File: config.mk
export PLATFORM = sky130hd
export DESIGN_NAME = dpram_busy_arbiter
export DESIGN_NICKNAME = d
export VERILOG_FILES = /design/src/rtl/dpram_busy_pkg.sv /design/src/rtl/busy_owner_track.sv /design/src/rtl/port_write_gate.sv /design/src/rtl/dpram_busy_arbiter.sv
export SDC_FILE = /design/constraint.sdc
export NUM_CORES = 1
export LEC_CHECK = 0
export ABC_AREA = 1
export CORE_UTILIZATION = 44
export CTS_CLUSTER_DIAMETER = 100
export DETAILED_ROUTE_END_ITERATION = 6
export PLACE_DENSITY = 0.84
export SKIP_LAST_GASP = 1
export SYNTH_ARGS = -nofsm -noshare
export SYNTH_HDL_FRONTEND = slang
export SYNTH_SLANG_ARGS = --single-unit
File: constraint.sdc
create_clock -name clk -period 1.2 [get_ports clk]
set_input_delay 0.12 -clock clk [delete_from_list [all_inputs] [get_ports clk]]
set_output_delay 0.12 -clock clk [all_outputs]
set_load 0.01 [all_outputs]
File: src/rtl/dpram_busy_pkg.sv
package dpram_busy_pkg;
  typedef enum logic [1:0] {
    OWN_NONE  = 2'd0,
    OWN_LEFT  = 2'd1,
    OWN_RIGHT = 2'd2
  } owner_e;
endpackage

File: src/rtl/busy_owner_track.sv
module busy_owner_track
  import dpram_busy_pkg::*;
#(
  parameter int ADDR_W = 13
) (
  input  logic              clk,
  input  logic              rst_n,
  input  logic              master_mode,
  input  logic              l_en,
  input  logic [ADDR_W-1:0] l_addr,
  input  logic              r_en,
  input  logic [ADDR_W-1:0] r_addr,
  output logic              busy_l,
  output logic              busy_r
);
  logic              collide;
  logic              l_held, r_held;
  logic              prev_l_en, prev_r_en;
  logic [ADDR_W-1:0] prev_l_addr, prev_r_addr;
  owner_e            owner_q, owner_d;

  assign collide = l_en && r_en && (l_addr == r_addr);
  assign l_held  = prev_l_en && (prev_l_addr == l_addr);
  assign r_held  = prev_r_en && (prev_r_addr == r_addr);

  always_comb begin
    owner_d = OWN_NONE;
    if (master_mode && collide) begin
      if (owner_q == OWN_RIGHT && r_held)      owner_d = OWN_RIGHT;
      else if (owner_q == OWN_LEFT && l_held)  owner_d = OWN_LEFT;
      else if (r_held && !l_held)              owner_d = OWN_RIGHT;
      else                                     owner_d = OWN_LEFT;
    end
  end

  always_ff @(posedge clk) begin
    if (!rst_n) begin
      owner_q     <= OWN_NONE;
      prev_l_en   <= 1'b0;
      prev_r_en   <= 1'b0;
      prev_l_addr <= '0;
      prev_r_addr <= '0;
    end else begin
      owner_q     <= owner_d;
      prev_l_en   <= l_en;
      prev_r_en   <= r_en;
      prev_l_addr <= l_addr;
      prev_r_addr <= r_addr;
    end
  end

  assign busy_l = (owner_q == OWN_RIGHT);
  assign busy_r = (owner_q == OWN_LEFT);

  assert_busy_exclusive_R4: assert property (@(posedge clk) disable iff (!rst_n)
    !(busy_l && busy_r));

  assert_busy_needs_collision_R1: assert property (@(posedge clk) disable iff (!rst_n)
    (busy_l || busy_r) |-> $past(collide && master_mode));
endmodule

File: src/rtl/port_write_gate.sv
module port_write_gate (
  input  logic clk,
  input  logic rst_n,
  input  logic master_mode,
  input  logic en,
  input  logic wr,
  input  logic busy_q,
  input  logic busy_n_in,
  output logic wr_gated
);
  logic inhibit;

  assign inhibit  = master_mode ? busy_q : !busy_n_in;
  assign wr_gated = en && wr && !inhibit;

  assert_gate_needs_strobe_R7: assert property (@(posedge clk) disable iff (!rst_n)
    wr_gated |-> (en && wr));

  assert_busy_blocks_write_R6: assert property (@(posedge clk) disable iff (!rst_n)
    (master_mode && busy_q) |-> !wr_gated);

  assert_slave_inhibit_R8: assert property (@(posedge clk) disable iff (!rst_n)
    (!master_mode && !busy_n_in) |-> !wr_gated);
endmodule

File: src/rtl/dpram_busy_arbiter.sv
module dpram_busy_arbiter #(
  parameter int ADDR_W = 13
) (
  input  logic              clk,
  input  logic              rst_n,
  input  logic              master_mode,
  input  logic              l_en,
  input  logic              l_wr,
  input  logic [ADDR_W-1:0] l_addr,
  input  logic              r_en,
  input  logic              r_wr,
  input  logic [ADDR_W-1:0] r_addr,
  input  logic              l_busy_n_in,
  input  logic              r_busy_n_in,
  output logic              l_busy,
  output logic              r_busy,
  output logic              l_wr_gated,
  output logic              r_wr_gated,
  output logic              collision_evt
);
  busy_owner_track #(.ADDR_W(ADDR_W)) owner_i (
    .clk(clk), .rst_n(rst_n), .master_mode(master_mode),
    .l_en(l_en), .l_addr(l_addr), .r_en(r_en), .r_addr(r_addr),
    .busy_l(l_busy), .busy_r(r_busy)
  );

  port_write_gate left_gate_i (
    .clk(clk), .rst_n(rst_n), .master_mode(master_mode),
    .en(l_en), .wr(l_wr), .busy_q(l_busy), .busy_n_in(l_busy_n_in),
    .wr_gated(l_wr_gated)
  );

  port_write_gate right_gate_i (
    .clk(clk), .rst_n(rst_n), .master_mode(master_mode),
    .en(r_en), .wr(r_wr), .busy_q(r_busy), .busy_n_in(r_busy_n_in),
    .wr_gated(r_wr_gated)
  );

  assign collision_evt = l_busy || r_busy;

  assert_slave_quiet_R8: assert property (@(posedge clk) disable iff (!rst_n)
    $past(!master_mode) |-> (!l_busy && !r_busy));
endmodule

# Word level (Yosys, flattened, before mapping)
# Cells that the tools add are included.
[op_classes]
n_eq_ne = 5
muxes = 5
bitwise = 2
reduce_logical = 20
[op_table]
columns = ["operator", "count"]
rows = [
  ["$eq A13 B13 Y1", 3],
  ["$logic_and A1 B1 Y1", 12],
  ["$mux W2", 3],
  ["$logic_not A1 Y1", 5],
  ["$reduce_or A3 Y1", 1],
  ["$eq A2 B1 Y1 const B", 1],
  ["$eq A2 B2 Y1 const B", 1],
  ["$mux W1", 2],
  ["$not A1 Y1", 2],
  ["$reduce_and A2 Y1", 1],
  ["$logic_or A1 B1 Y1", 1],
]
[totals]
ff_bits = 30
inputBits = 35
word_cells = 38

# Logic depth before layout (Yosys ltp)
# Gate-level depths: netlist of the first run.
[logic_depth]
depth_word = 7
depth_mapped = 10
depth_no_buf = 10

# Modules after synthesis
# From an unflattened synthesis of the first run, not the netlist that was laid out.
[hier_totals]
hier_cells = 281
area_unflattened_um2 = 1630.3
[by_module_without_submodules]
columns = ["mod", "n_inst", "cells_each", "area_each_um2", "seq_area_each_um2"]
rows = [
  ["busy_owner_track", 1, 270, 1586.5, 600.6],
  ["port_write_gate", 2, 4, 16.3, 0.0],
  ["dpram_busy_arbiter", 1, 3, 11.3, 0.0],
]

# Worst setup path before layout of the first run
# OpenSTA, ideal clock, no wires.
[synth_path]
path_type = "reg-to-reg"
start = "register owner_i.owner_q[0]"
end = "register owner_i.owner_q[1]"
arrival_time_ns = 1.120
slack_ns = -0.033
path_stages_with_launch = 11
n_path_buf = 0
synth_period_minus_slack_ns = 1.233
cell_sequence = "dfxtp_1 -> inv_1 -> ha_1 -> nor2_1 -> nand2_1 -> nor2_1 -> nand2_1 -> nor2_1 -> nand2_1 -> nand2_1 -> nor2_1"
[synth_via]
word_cells_on_any_way = 6
[synth_lines]
columns = ["item", "line", "rtl"]
rows = [
  ["start: declaration", "busy_owner_track.sv:20", "owner_e owner_q, owner_d;"],
  ["start signal: assignment", "busy_owner_track.sv:44", "owner_q <= owner_d;"],
  ["$eq A2 B2 Y1", "n/a", ""],
  ["via l_busy", "dpram_busy_arbiter.sv:15", "output logic l_busy,"],
  ["$logic_and A1 B1 Y1", "busy_owner_track.sv:29", "if (owner_q == OWN_RIGHT && r_held) owner_d = OWN_RIGHT;"],
  ["$mux W2", "busy_owner_track.sv:29", ""],
]
# The timed path passes the listed nets, and every way through them passes these cells.
# A chain may end at the register's enable or synchronous reset.

# Worst setup path after layout of the first run
[layout_path]
start = "register owner_i.owner_q[1]"
end = "output r_wr_gated"
[layout_via]
elab_chain_cells = 4
[layout_lines]
columns = ["item", "line", "rtl"]
rows = [
  ["$eq A2 B1 Y1", "busy_owner_track.sv:53", "assign busy_r = (owner_q == OWN_LEFT);"],
  ["$mux W1", "port_write_gate.sv:13", "assign inhibit = master_mode ? busy_q : !busy_n_in;"],
  ["$logic_not A1 Y1", "port_write_gate.sv:14", "assign wr_gated = en && wr && !inhibit;"],
  ["$logic_and A1 B1 Y1", "port_write_gate.sv:14", ""],
  ["end: declaration", "dpram_busy_arbiter.sv:18", "output logic r_wr_gated,"],
]
# Every way passes these cells.

==> summary.md, run 1 <==
| Metric | Value |
|---|---|
| Post-synth cell types | `25` |
| Worst reg2reg path depth | `11` |
| Total negative slack | `-770 ps` |
| Synth Area in Simple Gates | `32.8%` |
| Final hold violations | `0` |
| Standby leakage power | `1.27 nW` |
| Total Wirelength | `3400 um` |
| Number of global-route vias before repair | `1372` |
| VDD IR-drop max | `0.000661 V` |
| First-pass GRT wire length | `5730 um` |
| Worst slew pin tran | `280 ps` |
| Crit end category | `primary output` |
| Via count | `1610` |
| Synth Register Bits | `30` |
| CTS Sinks | `30` |
| Routability congestion estimate from global placement | `0.799` |
| Die area | `0.00388 mm^2` |
| Worst-Skew Late Latency | `340 ps` |
| Post-Syn Nets | `304` |
| Worst hold path class | `input port to flip-flop` |
| Starting DRT DRC Count | `66` |
| Syn_area_per_cell | `5.99 um^2` |
| Initial antenna violation count | `0` |
| Final Max Tran Viols | `0` |
| DR pass1 iterations | `4` |
| Clock buffer depth | `2` |
| Minimum clock period | `1340 ps` |
| Final core utilization | `65.2%` |
| CTS tree | `yes` |
| Rel. slew slack | `81.3%` |
| Synthesis-to-finish area growth | `39.2%` |
| Register area share after synthesis | `37.5%` |
| Violated checks | `setup timing` |
| Max frequency | `746 MHz` |
| RSZ-0062 raised after global routing | `yes` |
| DRC violation count after routing | `0` |
| Final ANT Viol Nets | `0` |
| Setup bufs post-CTS | `0` |
| Critical Path RT | `1080 ps` |
| Largest family of logic cells by synthesized area | `simple AND/OR/NAND/NOR gates` |
| GRT Total Usage | `19.0%` |
| Setup Crit Path Kind | `flip-flop to primary output` |
| Compound-cell area share of the yosys netlist | `7.35%` |
| Tcrit/Tclk final | `112%` |
| Total grt overflow | `0` |
| R2r setup slk | `-130 ps` |
| WL/cell | `9.13 um` |
| Vias per cell | `4.32` |
| Initial Util | `46.8%` |
| Die height | `62.3 um` |
| Post-synthesis xor/xnor area fraction | `3.28%` |
| Detailed placement HPWL | `2660 um` |
| Post-CTS Hold Fix Bufs | `0` |
| Crit start category | `flip-flop` |
| Mapped Cells | `267` |
| Final setup fails | `7` |
| Clock Tree Root | `clkbuf_4` |
| Core box area | `0.00342 mm^2` |
| Tot Pwr | `2.13 mW` |
| CP Data Arrival Time | `1220 ps` |
| Max Cap Viol | `0` |
| Num CTS Buffers | `5` |
| Min Hold Slack | `356 ps` |
| Synthesis Warnings | `0` |
| Clock Skews | `8.32 ps` |
| Status | `complete, but fails checks` |
| Share of cells above drive strength 1 | `13.1%` |
| Die Wd | `62.3 um` |
| Rows | `21` |
| IO buf count | `39` |
| Multiplexer area fraction after synthesis | `0%` |
| Final worst slack | `-140 ps` |
| Pin count of the biggest net entering global routing | `28` |
| Ports | `40` |
| Clock slew at reported path FFs | `100 ps` |
| Crit Path Max Fanout | `2` |
| Adder-cell share of the synthesized area | `1.56%` |
| Worst hold stages | `3` |
| Cell Pwr Density | `957 mW/mm^2` |
| Mapped cell area | `0.00160 mm^2` |
| Ant. Diodes | `0` |
| H-Tree Level Count | `2` |
| Nets | `363` |
## power breakdown
group / leakage (nW) / internal (mW) / switching (mW)
Combinational: 0.982 / 0.221 / 0.201
Clock: 0.0353 / 0.284 / 0.361
Sequential: 0.251 / 1.05 / 0.0204
## sequential cells by signal (all words and copies together) (netlist names)
register	flops
owner_i.prev_l_addr	13
owner_i.prev_r_addr	13
owner_i.owner_q	2
owner_i.prev_l_en	1
owner_i.prev_r_en	1
## cell type report
type | count | area [um^2]
clock buffers | 7 | 55.1
multi-input cells | 164 | 738
well taps | 46 | 57.6
clock inverters | 1 | 5.00
flip-flops and latches | 30 | 603
inverters | 70 | 264
repair buffers | 55 | 505
fillers | 310 | 1190
## Yosys cell counts
| master | n | area share (%) |
|---|---|---|
| nand2_1 | 101 | 24 |
| inv_1 | 66 | 15 |
| dfxtp_1 | 30 | 38 |
| nor2_1 | 28 | 6.6 |
| o21ai_0 | 13 | 4.1 |
| xnor2_1 | 3 | 1.6 |
| xor2_1 | 3 | 1.6 |
| a211oi_1 | 2 | 0.94 |
| clkbuf_1 | 2 | 0.47 |
| ha_1 | 2 | 1.6 |
| inv_2 | 2 | 0.47 |
| nand3_1 | 2 | 0.63 |
| a21boi_1 | 1 | 0.47 |
| a21oi_2 | 1 | 0.55 |
| buf_4 | 1 | 0.47 |
| clkinv_1 | 1 | 0.23 |
| clkinv_2 | 1 | 0.31 |
| nand2_2 | 1 | 0.39 |
| nand4_1 | 1 | 0.39 |
| nor2_2 | 1 | 0.39 |
| o211ai_1 | 1 | 0.47 |
| o21ai_1 | 1 | 0.31 |
| o21ai_2 | 1 | 0.55 |
| or2_0 | 1 | 0.39 |
| or2_2 | 1 | 0.39 |
## path summary, 6_finish.rpt
path | from | end
hold / removal | l_addr[8] | owner_i.prev_l_addr[8]
setup / recovery | owner_i.owner_q[1] | r_wr_gated
hold reg to reg | owner_i.prev_l_addr[3] | owner_i.owner_q[0]
setup reg to reg | owner_i.owner_q[0] | owner_i.owner_q[1]
## cells in the final DEF, fill, tap and decap left out
cell               n
a211oi_2           2
a21boi_1           1
a21oi_2            1
buf_2              2
buf_4             15
buf_6              3
clkbuf_1           1
clkbuf_4           5
clkbuf_8           1
clkdlybuf4s50_1   34
clkinv_1           1
clkinv_2           2
dfxtp_1           28
dfxtp_2            2
dlygate4sd2_1      1
ha_2               2
inv_1             65
inv_2              3
nand2_1          101
nand2_2            1
nand3_1            2
nand4_1            1
nor2_1            27
nor2_2             2
o211ai_1           1
o21ai_0           13
o21ai_1            1
o21ai_2            1
or2_0              1
or2_2              1
xnor2_1            3
xor2_1             3
## cell families after synthesis
logic type / after synthesis
adders and majority gates: 2
buffers and inverters: 73
AOI/OAI and AO/OA: 20
xor gates and xnor gates: 6
and+or+nand+nor: 136
DFF: 30
## routing by layer
layer  routed length, um  vias up  GRT usage (%)
met3                 145        4           5.51
met5                   0        -              0
met2                1550       32           30.2
met1                1670      693           24.4
met4                  32        0           6.98
li1                    -      881              -
## what timing repair did
item	CTS	global route
setup endpoints to repair	7	7
gates resized for setup	27	0
pin swaps	4	0
## worst max-delay path: stages (launching register included)
cell and delay [ps]:
dfxtp_2 350, inv_1 40, ha_2 170, a211oi_2 170
buf_2 160
## per-stage QoR
stage	setup slack, ps	std cells	instance area [um^2]
finish	-140	373	2230
global placement	-379	365	2160
CTS	-148	373	2230
detailed placement	-401	365	2160
floorplan	16.1	267	1600
global route	-236	373	2230
Power figures use the tool's default switching activity.
==> inputs of run 2 (changes only) <==
CORE_UTILIZATION = 48   (was 44)
PLACE_DENSITY = 0.86   (was 0.84)
clock period = 1.28 ns   (was 1.2 ns; I/O delays follow)
==> run 2 against run 1 <==
Clock power down 8.5%; worst hold slack better by 7.1 ps; the flow still finishes with violations (setup timing); sequential power decreased by 7%; sequential share of layout area decreased by 0.62 points; setup slack got worse by 14 ps; global-route usage grew 3.1 points; critical path depth unchanged; highest routed layer unchanged; via count rose by 4.5%.
==> summary.md, run 2 (synthesized netlist as in run 1, its figures left out) <==
| Metric | Value |
|---|---|
| Share of cells above drive strength 1 | `15.2%` |
| Commonest non-fill, non-tap cell in the layout | `nand2_1` |
| Worst slew pin tran | `281 ps` |
| GRT Total Usage | `22.2%` |
| CTS tree | `yes` |
| Starting DRT DRC Count | `51` |
| Number of global-route vias before repair | `1455` |
| DRC violation count after routing | `0` |
| Die height | `59.7 um` |
| WL/cell | `10.1 um` |
| Initial antenna violation count | `0` |
| Die area | `0.00357 mm^2` |
| DR pass1 iterations | `4` |
| Detailed placement HPWL | `2770 um` |
| Max Cap Viol | `0` |
| Violated checks | `setup timing` |
| Initial Util | `51.6%` |
| Routability congestion estimate from global placement | `0.790` |
| Worst reg2reg path depth | `10` |
| RSZ-0062 raised after global routing | `yes` |
| Clock slew at reported path FFs | `90 ps` |
| Critical Path RT | `1150 ps` |
| Worst-Skew Late Latency | `330 ps` |
| Final ANT Viol Nets | `0` |
| Ant. Diodes | `0` |
| Clock Tree Root | `clkbuf_4` |
| Place WS | `-352 ps` |
| Rows | `20` |
| CTS Sinks | `30` |
| Crit start category | `flip-flop` |
| Clock Skews | `3.07 ps` |
| Post-CTS Hold Fix Bufs | `0` |
| Final hold violations | `0` |
| Core box area | `0.00310 mm^2` |
| Die Wd | `59.7 um` |
| Status | `complete, but fails checks` |
| Standby leakage power | `1.28 nW` |
| Fillers | `271` |
| Clock buffer depth | `2` |
| Rel. slew slack | `81.2%` |
| Final Max Tran Viols | `0` |
| Worst hold path class | `input port to flip-flop` |
| Biggest regs | `owner_i.prev_l_addr: 13 flops, owner_i.prev_r_addr: 13 flops, owner_i.owner_q: 2 flops` |
| Synthesis-to-finish area growth | `42.5%` |
| Cell Pwr Density | `873 mW/mm^2` |
| Ports | `40` |
| IO buf count | `39` |
| Minimum clock period | `1430 ps` |
| Crit end category | `primary output` |
| Setup Crit Path Kind | `flip-flop to primary output` |
| Commonest cells after routing, fill and taps aside | `nand2_1 (100), inv_1 (63), clkdlybuf4s50_1 (34)` |
| Nets | `365` |
| Crit Path Max Fanout | `2` |
| Max frequency | `697 MHz` |
| Tot Pwr | `1.99 mW` |
| H-Tree Level Count | `2` |
| Final worst slack | `-154 ps` |
| Total Wirelength | `3780 um` |
| Pin count of the biggest net entering global routing | `28` |
| CP Data Arrival Time | `1310 ps` |
| First-pass GRT wire length | `5730 um` |
| Num CTS Buffers | `5` |
| VDD IR-drop max | `0.000596 V` |
| Final setup fails | `6` |
| Worst hold stages | `3` |
| Vias per cell | `4.51` |
| Via count | `1682` |
| Tcrit/Tclk final | `112%` |
| Total grt overflow | `0` |
## run 2: stage by stage
step	instances	TNS (ps)	instance area (um^2)	util [%]	hold slack [ps]
6_report	373	-582	2280	73.5	363
5_1_grt	373	-1010	2280	73.5	370
4_1_cts	371	-342	2210	71.3	358
3_5_place_dp	363	-1150	2150	69.3	684
3_3_place_gp	363	-955	2150	69.3	677
2_1_floorplan	267	0	1600	-	221
## run 2: worst paths after layout
check                                             from                       to  slack [ps]
worst max-delay path                owner_i.owner_q[0]               r_wr_gated        -150
worst min-delay path                        l_addr[12]  owner_i.prev_l_addr[12]         360
worst max register to register      owner_i.owner_q[0]       owner_i.owner_q[0]        -100
worst min register to register  owner_i.prev_l_addr[3]       owner_i.owner_q[0]         690
## run 2: repair_timing
item	CTS	global route
cloned	0	0
endpoints found under the setup margin	7	7
buffers inserted	0	2
gates resized for setup	28	14
pin swaps	3	11
## run 2: critical path, stage by stage, from the launching register on
cell      delay (ps)
dfxtp_2          350
buf_6            110
ha_4             150
a211oi_2         200
buf_2            160
## run 2: power breakdown
part,total [mW],switching (mW),internal [mW]
Clock,0.590,0.324,0.266
Sequential,1.00,0.0207,0.980
Combinational,0.401,0.194,0.208
Total,1.99,0.538,1.45
## run 2: metal layers
layer  vias up  GRT usage (%)  part of all wire [%]
met5         -              0                     0
met4         0           8.64                   1.1
met3         4           8.01                   5.3
met2        52           37.3                    50
met1       735           25.4                    43
li1        891              -                     -
## run 2: cell type report
| type | count | area (um^2) | share of cell area, % |
|---|---|---|---|
| clock buffers | 7 | 55.1 | 2.41 |
| clock inverters | 1 | 5.00 | 0.219 |
| inverters | 70 | 264 | 11.6 |
| multi-input cells | 164 | 768 | 33.7 |
| flip-flops and latches | 30 | 603 | 26.4 |
| well taps | 44 | 55.1 | 2.41 |
| repair buffers | 57 | 531 | 23.3 |
==> inputs of run 3 (changes only) <==
MAX_ROUTING_LAYER = met4   (was default)
==> run 3 against run 2 <==
The run still ends with setup timing left; critical path depth is the same; setup slack gained 1.2 ps; worst hold slack gained 1.1 ps; register-to-register slack is essentially flat; clock-buffer cell count is the same; sequential cell count is the same; non-clock buffer count is the same; first-iteration DRC count shrank 2.0%; utilization is the same; clock skew is essentially flat; critical path type unchanged; critical endpoint unchanged; largest power group unchanged.
==> summary.md, run 3 (synthesized netlist as in run 1, its figures left out) <==
| Metric | Value |
|---|---|
| Status | `complete, but fails checks` |
| Violated checks | `setup timing` |
| Cell Pwr Density | `873 mW/mm^2` |
| VDD IR-drop max | `0.000597 V` |
| Starting DRT DRC Count | `50` |
| Total grt overflow | `0` |
| Max Cap Viol | `0` |
| DR pass1 iterations | `5` |
| Ports | `40` |
| Final ANT Viol Nets | `0` |
| Max frequency | `698 MHz` |
| Final hold violations | `0` |
| Detailed placement HPWL | `2770 um` |
| Number of global-route vias before repair | `1459` |
| IO buf count | `39` |
| Standby leakage power | `1.28 nW` |
| GRT Total Usage | `22.7%` |
| Pin count of the biggest net entering global routing | `28` |
| Commonest non-fill, non-tap cell in the layout | `nand2_1` |
| Routability congestion estimate from global placement | `0.801` |
| Count of non-filler cells in the finished layout | `373` |
| Post-DP Area | `0.00215 mm^2` |
| Initial antenna violation count | `0` |
| Clock slew at reported path FFs | `90 ps` |
| Synthesis-to-finish area growth | `42.5%` |
| CTS tree | `yes` |
| First-pass GRT wire length | `5730 um` |
| Commonest cells after routing, fill and taps aside | `nand2_1 (100), inv_1 (63), clkdlybuf4s50_1 (34)` |
| Minimum clock period | `1430 ps` |
| Clock buffer depth | `2` |
| H-Tree Level Count | `2` |
| Via count | `1676` |
| RSZ-0062 raised after global routing | `yes` |
| Crit end category | `primary output` |
| Clock Tree Root | `clkbuf_4` |
| Final Max Tran Viols | `0` |
| Initial Util | `51.6%` |
| Setup Crit Path Kind | `flip-flop to primary output` |
| Die area | `0.00357 mm^2` |
| Rows | `20` |
| Critical Path RT | `1150 ps` |
| Crit start category | `flip-flop` |
| Ant. Diodes | `0` |
| Worst hold path class | `input port to flip-flop` |
| Tcrit/Tclk final | `112%` |
| Final setup fails | `6` |
| Rel. slew slack | `81.2%` |
| Core box area | `0.00310 mm^2` |
| Final worst slack | `-153 ps` |
| Fillers | `271` |
| WL/cell | `10.2 um` |
| Die height | `59.7 um` |
| DRC violation count after routing | `0` |
| CTS Sinks | `30` |
| Biggest regs | `owner_i.prev_l_addr: 13 flops, owner_i.prev_r_addr: 13 flops, owner_i.owner_q: 2 flops` |
| Design Area, Final | `0.00228 mm^2` |
| Total Wirelength | `3790 um` |
| Vias per cell | `4.49` |
| Share of cells above drive strength 1 | `15.2%` |
| Num CTS Buffers | `5` |
| CP Data Arrival Time | `1300 ps` |
| Placed insts | `363` |
| Clock Skews | `3.02 ps` |
| Die Wd | `59.7 um` |
| Nets | `365` |
| Worst slew pin tran | `282 ps` |
| Crit Path Max Fanout | `2` |
| Worst-Skew Late Latency | `330 ps` |
run 3: cell type report:
| cell class | count | area [um^2] | area share [%] |
|---|---|---|---|
| repair buffers | 57 | 531 | 23.3 |
| flip-flops and latches | 30 | 603 | 26.4 |
| well taps | 44 | 55.1 | 2.41 |
| clock buffers | 7 | 55.1 | 2.41 |
| multi-input cells | 164 | 768 | 33.7 |
| clock inverters | 1 | 5.00 | 0.219 |
| inverters | 70 | 264 | 11.6 |
run 3: path summary, 6_finish.rpt:
path	slack (ps)	cells after the start	endpoint	startpoint
max	-150	4	r_wr_gated	owner_i.owner_q[0]
min	360	3	owner_i.prev_l_addr[12]	l_addr[12]
max reg2reg	-100	10	owner_i.owner_q[0]	owner_i.owner_q[0]
min reg2reg	700	5	owner_i.owner_q[0]	owner_i.prev_l_addr[3]
run 3: where the power goes:
group	leakage, nW	switching [mW]	internal [mW]
sequential	0.251	0.0209	0.980
clock	0.0353	0.324	0.266
combinational	0.996	0.194	0.208
total	1.28	0.539	1.45
run 3: critical path, stage by stage, from the launching register on:
cell and delay (ps):
dfxtp_2 350, buf_6 110, ha_4 150, a211oi_2 200
buf_2 160
run 3: layer usage:
metal / track usage, % / vias to the layer above / routed length (um)
li1: - / 892 / -
met1: 25.4 / 729 / 1640
met2: 37.3 / 50 / 1900
met3: 5.41 / 5 / 202
met4: 11.6 / 0 / 46
met5: - / - / 0
run 3: repair_timing:
action                     CTS  global route
buffers inserted             0             2
hold buffers                 0             0
pin swaps                    3            11
resized for setup           28            14
setup endpoints to repair    7             7
run 3: metrics by stage:
stage	power [mW]	util (%)	hold WS [ps]	TNS, ps	worst slack, ps
final	1.99	73.5	364	-576	-153
after global placement	1.40	69.3	677	-955	-317
after detailed placement	1.42	69.3	684	-1150	-352
after CTS	2.00	71.3	358	-342	-86.7
after floorplan	1.20	-	221	0	46.9
after global routing	2.10	73.5	379	-964	-215
